--- src/rtl/wdog_pkg.sv ---
package wdog_pkg;

  localparam int unsigned SFR_AW = 8;
  localparam int unsigned SFR_DW = 8;

  localparam logic [SFR_AW-1:0] ADDR_KEY  = 8'hFE;
  localparam logic [SFR_AW-1:0] ADDR_LOAD = 8'hFF;
  localparam logic [SFR_DW-1:0] STOP_KEY  = 8'h55;

  typedef struct packed {
    logic load;
    logic stop;
  } wd_cmd_t;

endpackage

--- src/rtl/wdog_sfr_dec.sv ---
module wdog_sfr_dec
  import wdog_pkg::*;
(
  input  logic              sfr_wr,
  input  logic [SFR_AW-1:0] sfr_addr,
  input  logic [SFR_DW-1:0] sfr_wdata,
  input  logic              load_en,
  output wd_cmd_t           cmd
);

  always_comb begin
    cmd.load = sfr_wr && (sfr_addr == ADDR_LOAD) && load_en;
    cmd.stop = sfr_wr && (sfr_addr == ADDR_KEY) && (sfr_wdata == STOP_KEY);
  end

endmodule

--- src/rtl/wdog_chain.sv ---
module wdog_chain #(
  parameter int unsigned PRE_W = 11,
  parameter int unsigned CNT_W = 8
) (
  input  logic             clk,
  input  logic             rst_n,
  input  logic             load,
  input  logic [CNT_W-1:0] load_val,
  input  logic             adv,
  output logic             wrap
);

  localparam logic [PRE_W-1:0] PRE_ZERO = '0;
  localparam logic [PRE_W-1:0] PRE_ONE  = PRE_W'(1);
  localparam logic [CNT_W-1:0] CNT_ONE  = CNT_W'(1);

  logic [PRE_W-1:0] pre_q, pre_d;
  logic [CNT_W-1:0] cnt_q, cnt_d;
  logic             pre_en, cnt_en;
  logic             pre_carry;

  assign pre_carry = &pre_q;
  assign wrap      = adv && pre_carry && (&cnt_q);

  always_comb begin
    pre_en = load || adv;
    cnt_en = load || (adv && pre_carry);
    pre_d  = load ? PRE_ZERO : pre_q + PRE_ONE;
    cnt_d  = load ? load_val : cnt_q + CNT_ONE;
  end

  always_ff @(posedge clk or negedge rst_n) begin
    if (!rst_n) begin
      pre_q <= '0;
      cnt_q <= '0;
    end else begin
      if (pre_en) pre_q <= pre_d;
      if (cnt_en) cnt_q <= cnt_d;
    end
  end

  AST_LOAD_RESTARTS: assert property (@(posedge clk) disable iff (!rst_n)
    load |=> (pre_q == PRE_ZERO) && (cnt_q == $past(load_val)));

  AST_HOLD_IDLE: assert property (@(posedge clk) disable iff (!rst_n)
    (!load && !adv) |=> ($stable(pre_q) && $stable(cnt_q)));

endmodule

--- src/rtl/wdog_ctrl.sv ---
module wdog_ctrl (
  input  logic clk,
  input  logic rst_n,
  input  logic load,
  input  logic stop,
  input  logic wrap,
  input  logic mc_tick,
  output logic run,
  output logic rst_req,
  output logic load_en_clr
);

  logic run_q, run_d;
  logic req_q, req_d;
  logic clr_q;
  logic fire;

  assign fire = wrap && !load && !stop;

  always_comb begin
    run_d = run_q;
    if (fire || stop) run_d = 1'b0;
    if (load)         run_d = 1'b1;
    req_d = req_q;
    if (mc_tick) req_d = 1'b0;
    if (fire)    req_d = 1'b1;
  end

  always_ff @(posedge clk or negedge rst_n) begin
    if (!rst_n) begin
      run_q <= 1'b0;
      req_q <= 1'b0;
      clr_q <= 1'b0;
    end else begin
      run_q <= run_d;
      req_q <= req_d;
      clr_q <= load;
    end
  end

  assign run         = run_q;
  assign rst_req     = req_q;
  assign load_en_clr = clr_q;

  AST_KEY_STOPS: assert property (@(posedge clk) disable iff (!rst_n)
    stop |=> !run_q);

  AST_FIRE_STOPS: assert property (@(posedge clk) disable iff (!rst_n)
    fire |=> (!run_q && req_q));

  AST_PULSE_ENDS: assert property (@(posedge clk) disable iff (!rst_n)
    (req_q && mc_tick) |=> !req_q);

  AST_CLR_AFTER_LOAD: assert property (@(posedge clk) disable iff (!rst_n)
    load |=> clr_q);

endmodule

--- src/rtl/wdog_timer.sv ---
module wdog_timer
  import wdog_pkg::*;
#(
  parameter int unsigned PRE_W = 11,
  parameter int unsigned SYNC_STAGES = 2
) (
  input  logic              clk,
  input  logic              rst_n,
  input  logic              mc_tick,
  input  logic              load_en,
  input  logic              sfr_wr,
  input  logic [SFR_AW-1:0] sfr_addr,
  input  logic [SFR_DW-1:0] sfr_wdata,
  output logic              load_en_clr,
  output logic              rst_req
);

  localparam int unsigned CNT_W = SFR_DW;

  logic [SYNC_STAGES-1:0] rst_pipe;
  logic                   rst_int_n;
  wd_cmd_t                cmd;
  logic                   run;
  logic                   wrap;
  logic                   adv;

  always_ff @(posedge clk or negedge rst_n) begin
    if (!rst_n) rst_pipe <= '0;
    else        rst_pipe <= {rst_pipe[SYNC_STAGES-2:0], 1'b1};
  end

  assign rst_int_n = rst_pipe[SYNC_STAGES-1];
  assign adv       = run && mc_tick;

  wdog_sfr_dec u_dec (
    .sfr_wr    (sfr_wr),
    .sfr_addr  (sfr_addr),
    .sfr_wdata (sfr_wdata),
    .load_en   (load_en),
    .cmd       (cmd)
  );

  wdog_chain #(.PRE_W(PRE_W), .CNT_W(CNT_W)) u_chain (
    .clk      (clk),
    .rst_n    (rst_int_n),
    .load     (cmd.load),
    .load_val (sfr_wdata),
    .adv      (adv),
    .wrap     (wrap)
  );

  wdog_ctrl u_ctrl (
    .clk         (clk),
    .rst_n       (rst_int_n),
    .load        (cmd.load),
    .stop        (cmd.stop),
    .wrap        (wrap),
    .mc_tick     (mc_tick),
    .run         (run),
    .rst_req     (rst_req),
    .load_en_clr (load_en_clr)
  );

  AST_NO_FIRE_ON_WRITE: assert property (@(posedge clk) disable iff (!rst_int_n)
    $rose(rst_req) |-> (!$past(cmd.load) && !$past(cmd.stop)));

  AST_FIRE_NEEDS_RUN: assert property (@(posedge clk) disable iff (!rst_int_n)
    $rose(rst_req) |-> $past(run));

endmodule

--- config.mk ---
export PLATFORM = sky130hd
export DESIGN_NAME = wdog_timer
export DESIGN_NICKNAME = d
export VERILOG_FILES = /design/src/rtl/wdog_pkg.sv /design/src/rtl/wdog_sfr_dec.sv /design/src/rtl/wdog_chain.sv /design/src/rtl/wdog_ctrl.sv /design/src/rtl/wdog_timer.sv
export SDC_FILE = /design/constraint.sdc
export NUM_CORES = 1
export LEC_CHECK = 0
export BUFFER_PORTS_ARGS = -buffer_cell sky130_fd_sc_hd__buf_2
export CAP_MARGIN = 20
export CORE_ASPECT_RATIO = 0.6
export CORE_UTILIZATION = 55
export DETAILED_ROUTE_END_ITERATION = 12
export PLACE_DENSITY = 0.88
export SLEW_MARGIN = 0
export SYNTH_ARGS = -nofsm -noshare
export SYNTH_HDL_FRONTEND = slang
export SYNTH_HIERARCHICAL = 1
export SYNTH_SLANG_ARGS = --single-unit
--- constraint.sdc ---
create_clock -name clk -period 1.05 [get_ports clk]
set_clock_uncertainty 0.1 [all_clocks]
set_input_delay 0 -clock clk [delete_from_list [all_inputs] [get_ports clk]]
set_output_delay 0 -clock clk [all_outputs]
set_load 0.005 [all_outputs]
==> results by group, run 1 <==
Global routing
  – Largest net degree at the start of global routing: 23

CTS
  – H-tree levels: 1
  – Root Driver: clkbuf_8
  – # clock sinks: 24
  – Clock buffer depth: 2
  – Num CTS Buffers: 3

Floorplanning
  – Rows: 13
  – Initial Util: 60.14%
  – Height of the die: 40.38 µm
  – Horiz. Die Dim: 65.96 µm
  – I/O pin count: 23

Yosys
  – Yosys cell types: 34
  – Yosys warning count: 6
  – Fraction of registers with async set/reset: 100.0%
  – Number of flops mapped to enable cells by yosys: 0
  – Sequential share of the synthesized area: 44.49%
  – Synthesized net count: 156
  – Mapped Area: 1350 µm²
  – Most used DFF post-synth: dfrtp_1
  – Synth Area per Inst: 10.15 µm²
  – Yosys reg bits: 24
  – Post-Syn Instances: 133

Placement
  – Pre-CTS WS: -0.6692 ns
  – Final HPWL DP: 2896 µm
  – Dpl cells: 218
  – Port Buffer Count: 22
  – RePlAce Congestion: 0.8256
  – Post-DP Area: 1826 µm²

Status
  – Log Error: [ERROR DPL-0038] Utilization greater than 100%, impossible to legalize
  – Status: did not finish
  – Fail Step: global routing

Timing
  – Worst setup endpoint GRT: u_chain/cnt_q[7]$_DFFE_PN0P_/D
  – Worst endpoint type: register data pin
## cell usage after synthesis (all sizes together), types with 3 or more instances
| cell | n | area share [%] |
|---|---|---|
| and3 | 3 | 1.4 |
| buf | 3 | 1.6 |
| clkbuf | 3 | 0.83 |
| dfrtp | 24 | 44 |
| inv | 4 | 1.1 |
| mux2i | 3 | 2.2 |
| nand2 | 10 | 2.8 |
| nand3 | 8 | 3.3 |
| nand4 | 11 | 7.8 |
| nor2 | 13 | 3.6 |
| nor3 | 4 | 1.5 |
| nor3b | 6 | 3.3 |
| nor4 | 6 | 5.9 |
| o21ai | 8 | 3.0 |
| xnor2 | 8 | 5.2 |
| xor2 | 4 | 2.6 |
## logic make-up after synthesis
kind of cell / synth area share [%]
flops: 44.49
other cells: 0.2778
xor+xnor: 7.785
mux: 2.224
buf+inv: 3.521
simple gates: 32.90
compound gates: 6.952
fa+ha+maj: 1.853
## what timing repair did
action	in CTS
endpoints found under the hold margin	11
cloned	0
pin swaps	18
endpoints found under the setup margin	21
resized for setup	30
hold buffers	10
buffers inserted	4
## stage by stage
stage / hold WS (ns) / TNS [ns]
CTS: -0.01214 / -10.22
global placement: -0.3150 / -8.831
detailed placement: -0.3138 / -10.40
floorplan: -0.3956 / -6.837
==> run 2: changes to the inputs <==
CORE_AREA = 2 2 63 65   (was not set)
CORE_ASPECT_RATIO = not set   (was 0.6)
CORE_UTILIZATION = not set   (was 55)
DIE_AREA = 0 0 65 67   (was not set)
PLACE_DENSITY = not set   (was 0.88)
PLACE_DENSITY_LB_ADDON = 0.15   (was not set)
==> run 2 against run 1 <==
  * The flow now finishes, with violations (hold timing, setup timing)
  * Area after synthesis is the same
  * Synthesized cell count did not move
==> results by group, run 2 <==
Timing
  – Slew Limit Fails: 0
  – Fmax: 596.6 MHz
  – Final hold vios: 1
  – # setup viols final: 21
  – Post-route setup TNS: -9.201 ns
  – Hold Slack: -0.02493 ns
  – RSZ-0062 raised after global routing: yes
  – Fin crit share: 159.6%
  – Shortest period the worst path allows: 1.676 ns
  – Worst setup slack after layout: -0.6263 ns

Route
  – DRT Wirelength: 3383 µm
  – Residual DRC: 0
  – Initial DRC count: 20
  – WL per Instance: 13.27 µm
  – Post-route ant nets: 0
  – DR vias/cell: 4.961
  – Via count: 1,265
  – Detailed Routing Iterations Pass 1: 4

Status
  – Violated checks: hold timing, setup timing
  – Status: finished with violations

CTS
  – Clock slew at reported path FFs: 0.08 ns
  – Num CTS Buffers: 3 (unchanged)
  – Root Driver: clkbuf_8
  – Clock Latency Late Sink: 0.26 ns
  – Clock buffer depth: 2 (unchanged)
  – Hold-fix buffers, CTS: 10 (unchanged)
  – CTS tree: done
  – # clock sinks: 24 (unchanged)
  – H-tree levels: 1 (unchanged)

Yosys
  – Number of flops mapped to enable cells by yosys: 0 (unchanged)
  – Sequential share of the synthesized area: 44.49% (unchanged)
  – Yosys warning count: 6 (unchanged)
  – Most used DFF post-synth: dfrtp_1
  – Synth Area per Inst: 10.15 µm² (unchanged)
  – Fraction of registers with async set/reset: 100.0% (unchanged)
  – Top cells by area, synth: dfrtp_1 (44%), xnor2_1 (5.2%), nand4_1 (3.7%)
  – Synth top cells by count: dfrtp_1 (24), nor2_1 (13), nand2_1 (10)
  – Share of the synthesized area in the top cell type: 44.49% (unchanged)
  – Most frequent cell after synthesis: dfrtp_1
  – Synth area leader: dfrtp_1
  – Synthesized net count: 156 (unchanged)
  – Yosys reg bits: 24 (unchanged)
  – Yosys cell types: 34 (unchanged)
  – Mapped Area: 1350 µm² (unchanged)
  – Post-Syn Instances: 133 (unchanged)

Power
  – Sw Ratio: 23.73%
  – Sequential power share: 49.6%
  – Tot Pwr: 2.035 mW
  – Cell-internal power: 1.552 mW
  – Leak Pwr: 1.105 nW
  – Worst vdd ir: 0.0008018 V
  – Clk pwr share: 30.8%
  – Power Dens Cells: 942.9 nW/µm²
  – P_sw: 0.4830 mW
  – Combinational share of power: 19.6%

Placement
  – Pre-CTS WS: -0.6010 ns (+0.06818 ns)
  – RePlAce Congestion: 0.8086 (-2.1%)
  – Final HPWL DP: 2365 µm (-18%)
  – Post-DP Area: 1841 µm² (+0.82%)
  – Port Buffer Count: 22 (unchanged)

Global routing
  – Number of global-route vias before repair: 1,293
  – Total track usage: 17.15%
  – Met1 Use GR: 20.70%
  – GR Overflow Total: 0
  – Most crowded layer after global routing: met2
  – Grt met2 use: 31.96%
  – Largest net degree at the start of global routing: 23
  – Antenna violations before repair: 0
  – First-pass GRT wire length: 5733 µm
  – GR Layer Usage met3: 2.027%

Floorplanning
  – Core area: 3606 µm²
  – I/O pin count: 23 (unchanged)
  – Die Area: 4355 µm²
  – Initial Util: 37.44% (-23 points)
  – Horiz. Die Dim: 65 µm (-1.5%)
  – Height of the die: 67 µm (+66%)
  – Rows: 22 (+9)

Cells and area
  – Most common cell after layout, fill and taps aside: buf_4
  – Fill count: 303
  – Largest Register: u_chain/pre_q
  – ANT cells: 0
  – Core Util, Final: 59.85%
  – Commonest non-fill, non-tap cells in the layout: buf_4 (36), dfrtp_1 (23), buf_2 (22)
  – Fraction of layout cells with a size suffix above 1: 45.41%
  – Max reg flops: 11
  – Post-route cell area: 2158 µm²
  – Area Growth Syn to Fin: 59.87%
  – Nets: 231
  – Top flop regs: u_chain/pre_q (11), u_chain/cnt_q (8), rst_pipe (2)

Worst setup path
  – CP startpoint: u_chain/pre_q[1]
  – CP max FO: 4
  – R2R setup slack: -0.63 ns
  – FF-to-FF Start: u_chain/pre_q[1]
  – Worst reg2reg path depth: 7
  – CP Class: flip-flop to flip-flop
  – Crit path capture type: flip-flop
  – WP data arrival: 1.73 ns
  – Worst R2R End: u_chain/cnt_q[5]
  – Startpoint Class: flip-flop
  – Worst EP required: 1.10 ns
  – Critical Path Sink: u_chain/cnt_q[5]

Run
  – Max Cap Viol: 0

Worst hold path
  – Hold WC Path Type: input port to flip-flop
-- run 2: cell counts after synthesis --
No cell type changed its count.
-- run 2: logic make-up (layout without fill, tap and decap cells) --
| group | after synthesis | count (layout) | synth area share [%] |
|---|---|---|---|
| other | 1 | 1 | 0.2778 |
| DFF | 24 | 24 | 44.49 |
| adders and majority gates | 2 | 2 | 1.853 |
| muxes | 3 | 3 | 2.224 |
| xor gates and xnor gates | 12 | 12 | 7.785 |
| buffers and inverters | 10 | 84 | 3.521 |
| and+or+nand+nor | 67 | 67 | 32.90 |
| AOI/OAI and AO/OA | 14 | 14 | 6.952 |
-- run 2: worst max-delay path, stage by stage (launching register included) --
cell and delay [ns]:
dfrtp_1 0.40, ha_4 0.16, buf_6 0.10, nand4_4 0.11
buf_4 0.18, nor4_4 0.16, nor3b_1 0.09, a221o_1 0.26
-- run 2: layout make-up --
type	count	area [µm²]	area share (%)
clock buffer	4	55.05	2.551
sequential	24	601.8	27.88
timing repair buffer	76	579.3	26.84
multi-input combinational	99	847.1	39.25
inverter	4	15.01	0.6957
tap	48	60.06	2.783
-- run 2: layer usage --
metal / wire length (µm) / up-vias / part of all wire [%]
li1: - / 629 / -
met2: 1815 / 23 / 54
met3: 92 / 2 / 2.7
met1: 1462 / 611 / 43
met5: 0 / - / 0
met4: 13 / 0 / 0.38
-- run 2: what timing repair did --
item                                    CTS  global route
buffers inserted                          1             6
pin swaps                                16            15
gates resized for setup                  17             8
hold endpoints to repair                 11             1
endpoints found under the setup margin   21            21
-- run 2: worst min path at each step --
stage	start	to	slack, ns	depth (start not counted)
floorplan	rst_n	rst_pipe[0]	-0.40	0
global placement	rst_n	rst_pipe[1]	-0.32	1
detailed placement	rst_n	rst_pipe[0]	-0.31	1
CTS	sfr_wdata[5]	u_chain/cnt_q[5]	-0.03	3
global route	sfr_wdata[5]	u_chain/cnt_q[5]	-0.01	3
finish	sfr_wdata[5]	u_chain/cnt_q[5]	-0.02	3
-- run 2: per-stage QoR --
stage	hold slack (ns)	std cells
floorplan	-0.3956	133
finish	-0.02493	255
detailed placement	-0.3144	235
CTS	-0.02997	249
global route	-0.01304	255
global placement	-0.3162	235
-- run 2: power groups by stage --
stage,clock [mW],combinational [mW],sequential [mW]
6_report,0.628,0.398,1.01
2_1_floorplan,0,0.110,1.05
5_1_grt,0.690,0.439,1.02
3_5_place_dp,0,0.299,1.03
3_3_place_gp,0,0.289,1.03
4_1_cts,0.659,0.350,1.01
Power figures use the tool's default switching activity.
==> run 3: changes to the inputs <==
ABC_AREA = 1   (was not set)
CORE_AREA = 4 4 65 67   (was 2 2 63 65)
DIE_AREA = 0 0 69 71   (was 0 0 65 67)
==> run 3 against run 2 <==
  * Clock power is 32% higher
  * Sequential share of layout area is 2.5 points lower
  * Combinational power is 42% higher
  * Cell count is 27% higher
  * Sequential power is 4% higher
  * Total power is 20% higher
  * The flow finishes with violations (setup timing)
  * Clock-buffer cell count is 1 lower
  * Sequential cell count stayed put
  * Register-to-register slack better by 0.28 ns
  * Fmax is 20% higher
==> results by group, run 3 <==
Status
  – Status: finished with violations
  – Violated checks: setup timing

Run
  – Max Cap Viol: 0 (unchanged)

Timing
  – Slew Limit Fails: 0 (unchanged)
  – Shortest period the worst path allows: 1.400 ns (-0.2767 ns)
  – # setup viols final: 21 (unchanged)
  – RSZ-0062 raised after global routing: yes
  – Final hold vios: 0 (-1)
  – Worst setup slack after layout: -0.3495 ns (+0.2767 ns)
  – Fin crit share: 133.3% (-26 points)
  – Fmax: 714.5 MHz (+20%)

Yosys
  – Yosys cell types: 24 (-29%)
  – Most frequent cell after synthesis: nand2_1
  – Post-synthesis compound-gate area fraction: 5.877% (-1.1 points)
  – Synth Area per Inst: 7.243 µm² (-29%)
  – Yosys warning count: 6 (unchanged)
  – Synthesized net count: 217 (+39%)
  – Post-synthesis mux area share: 0% (-2.2 points)
  – Sequential share of the synthesized area: 42.74% (-1.7 points)
  – Simple-gate share of the synthesized area: 39.09% (+6.2 points)
  – Fraction of registers with async set/reset: 100.0% (unchanged)
  – Synth top cells by count: nand2_1 (56), inv_1 (28), dfrtp_1 (24)
  – Top cells by area, synth: dfrtp_1 (43%), nand2_1 (15%), nand3_1 (8.2%)
  – Main combinational cell family by area after synthesis: simple AND/OR/NAND/NOR gates
  – Share of the synthesized area in the top cell type: 42.74% (-1.7 points)
  – Most used DFF post-synth: dfrtp_1
  – Synth area leader: dfrtp_1
  – Post-Syn Instances: 194 (+46%)
  – Mapped Area: 1405 µm² (+4.1%)
  – Post-synthesis adder-cell area fraction: 1.781% (-0.073 points)
  – Synth Area in XOR/XNOR: 1.247% (-6.5 points)
  – Number of flops mapped to enable cells by yosys: 0 (unchanged)
  – Yosys reg bits: 24 (unchanged)

Route
  – DR vias/cell: 4.709 (-5.1%)
  – WL per Instance: 11.56 µm (-13%)
  – Initial DRC count: 52 (+160%)
  – Residual DRC: 0 (unchanged)
  – Post-route ant nets: 0 (unchanged)
  – DRT Wirelength: 3733 µm (+10%)
  – Via count: 1,521 (+20%)
  – Detailed Routing Iterations Pass 1: 4 (unchanged)

CTS
  – # clock sinks: 24 (unchanged)
  – Root Driver: clkbuf_8
  – Num CTS Buffers: 3 (unchanged)
  – CTS tree: done
  – H-tree levels: 1 (unchanged)
  – Clock slew at reported path FFs: 0.09 ns (about the same)
  – Clock Latency Late Sink: 0.27 ns (about the same)
  – Clock buffer depth: 2 (unchanged)

Cells and area
  – Commonest non-fill, non-tap cells in the layout: nand2_1 (45), buf_4 (37), dfrtp_1 (24)
  – ANT cells: 0 (unchanged)
  – Fraction of layout cells with a size suffix above 1: 46.91% (+1.5 points)
  – Nets: 299 (+29%)
  – Fill count: 325 (+7.3%)
  – Top flop regs: u_chain/pre_q (11), u_chain/cnt_q (8), rst_pipe (2)
  – Most common cell after layout, fill and taps aside: nand2_1
  – Area Growth Syn to Fin: 68.48%
  – Max reg flops: 11 (unchanged)
  – Largest Register: u_chain/pre_q

Worst setup path
  – CP startpoint: u_chain/pre_q[1]
  – Worst reg2reg path depth: 8 (+1)
  – Worst EP required: 1.16 ns (+0.06 ns)
  – Worst R2R End: u_chain/cnt_q[7]
  – R2R setup slack: -0.35 ns (+0.28 ns)
  – Cell Chain, Critical Path: ha_4, nand2_2, inv_2, nand2_4, nor2_4, buf_4, nand3_2, nand3_1
  – WP data arrival: 1.51 ns (-0.22 ns)
  – Crit path capture type: flip-flop
  – FF-to-FF Start: u_chain/pre_q[1]
  – CP Class: flip-flop to flip-flop
  – Critical-path top delay cell: dfrtp_1
  – CP max FO: 6 (+2)
  – Startpoint Class: flip-flop
  – Largest stage delay on the critical path: 0.40 ns (about the same)

Global routing
  – Met1 Use GR: 19.05% (-1.6 points)
  – Number of global-route vias before repair: 1,550 (+20%)
  – Most crowded layer after global routing: met2
  – Antenna violations before repair: 0 (unchanged)
  – GR Layer Usage met3: 1.989% (-0.038 points)
  – Largest net degree at the start of global routing: 15 (-35%)
  – Total track usage: 16.31% (-0.84 points)
  – GR Overflow Total: 0 (unchanged)
  – First-pass GRT wire length: 6575 µm (+15%)
  – Grt met2 use: 30.61% (-1.3 points)

Floorplanning
  – I/O pin count: 23 (unchanged)
  – Height of the die: 71 µm (+6.0%)
  – Core area: 3633 µm² (+0.76%)
  – Initial Util: 38.67% (+1.2 points)
  – Rows: 22 (unchanged)
  – Die Area: 4899 µm² (+12%)
  – Horiz. Die Dim: 69 µm (+6.2%)

Placement
  – Port Buffer Count: 22 (unchanged)
  – Final HPWL DP: 2532 µm (+7.1%)
  – Pre-CTS WS: -0.3612 ns (+0.2398 ns)
  – RePlAce Congestion: 0.7737 (-4.3%)

Power
  – Cell-internal power: 1.805 mW (+16%)
  – Combinational share of power: 23.1% (+3.5 points)
  – Sw Ratio: 25.98% (+2.2 points)
  – Sequential power share: 42.9% (-6.7 points)
  – Power Dens Cells: 1030 nW/µm² (+9.3%)
  – Clk pwr share: 33.9% (+3.1 points)
  – Leak Pwr: 1.258 nW (+14%)
  – Worst vdd ir: 0.0009135 V (+14%)
  – Tot Pwr: 2.439 mW (+20%)
  – P_sw: 0.6337 mW (+31%)

Worst hold path
  – Hold WC Path Type: flip-flop to async pin
[run 3: changes by cell type after synthesis, sizes merged, moves of 6 or more]
cell   before  now
nor2       13   27
nand4      11    2
nand3       8   23
inv         4   28
xnor2       8    2
nor3b       6    0
nand2      10   60
[run 3: power by group through the flow]
stage | sequential, mW | clock, mW | combinational [mW]
finish | 1.05 | 0.828 | 0.564
detailed placement | 1.05 | 0 | 0.390
global route | 1.06 | 0.878 | 0.628
floorplan | 1.07 | 0 | 0.165
global placement | 1.05 | 0 | 0.385
CTS | 1.03 | 0.854 | 0.503
[run 3: metal layers]
| metal | share of wire [%] | up-vias |
|---|---|---|
| met3 | 2.9 | 6 |
| met2 | 52 | 21 |
| met5 | 0 | - |
| li1 | - | 774 |
| met4 | 1.5 | 0 |
| met1 | 44 | 720 |
[run 3: stage by stage]
| stage | setup TNS, ns | area (µm²) | util (%) | cells | hold slack, ns |
|---|---|---|---|---|---|
| 2_1_floorplan | -2.601 | 1440 | - | 194 | -0.3956 |
| 3_3_place_gp | -4.272 | 1881 | 51.76 | 298 | -0.3139 |
| 3_5_place_dp | -4.594 | 1881 | 51.76 | 298 | -0.3133 |
| 4_1_cts | -5.049 | 2250 | 61.91 | 318 | 0.08780 |
| 5_1_grt | -7.309 | 2367 | 65.15 | 323 | 0.1111 |
| 6_report | -5.832 | 2367 | 65.15 | 323 | 0.07936 |
[run 3: worst max path at each step]
stage | end | cells past startpoint | slack (ns)
floorplan | u_ctrl/run | 8 | -0.32
global placement | u_ctrl/run | 8 | -0.31
detailed placement | u_ctrl/run | 8 | -0.36
CTS | u_ctrl/run | 8 | -0.34
global route | u_chain/cnt_q[2] | 8 | -0.45
finish | u_chain/cnt_q[7] | 8 | -0.35
[run 3: cell families after synthesis]
family	count (synthesis)
other	1
buffers and inverters	32
adder cells (fa/ha/maj)	2
AO/OA/AOI/OAI	15
AND/OR/NAND/NOR	118
XOR/XNOR	2
flip-flops	24
[run 3: layout make-up]
type	count	area, µm²	share of cell area [%]
inverter	30	121.4	5.127
sequential	24	600.6	25.37
clock buffer	3	41.29	1.744
tap	48	60.06	2.537
multi-input combinational	138	905.9	38.27
timing repair buffer	79	608.1	25.69
clock inverter	1	30.03	1.268
[run 3: what timing repair did]
action,CTS,global route
setup buffers,6,6
hold buffers,11,0
endpoints found under the hold margin,11,0
pin swaps,19,9
setup endpoints to repair,21,21
gates resized for setup,35,19
gates cloned,0,0
[run 3: worst max-delay path: cells and delay by family, from the launching register on]
family | cells | cell delay [ns]
adder cells (fa/ha/maj) | 1 | 0.17
flip-flops | 1 | 0.40
buffers and inverters | 2 | 0.23
AND/OR/NAND/NOR | 5 | 0.46
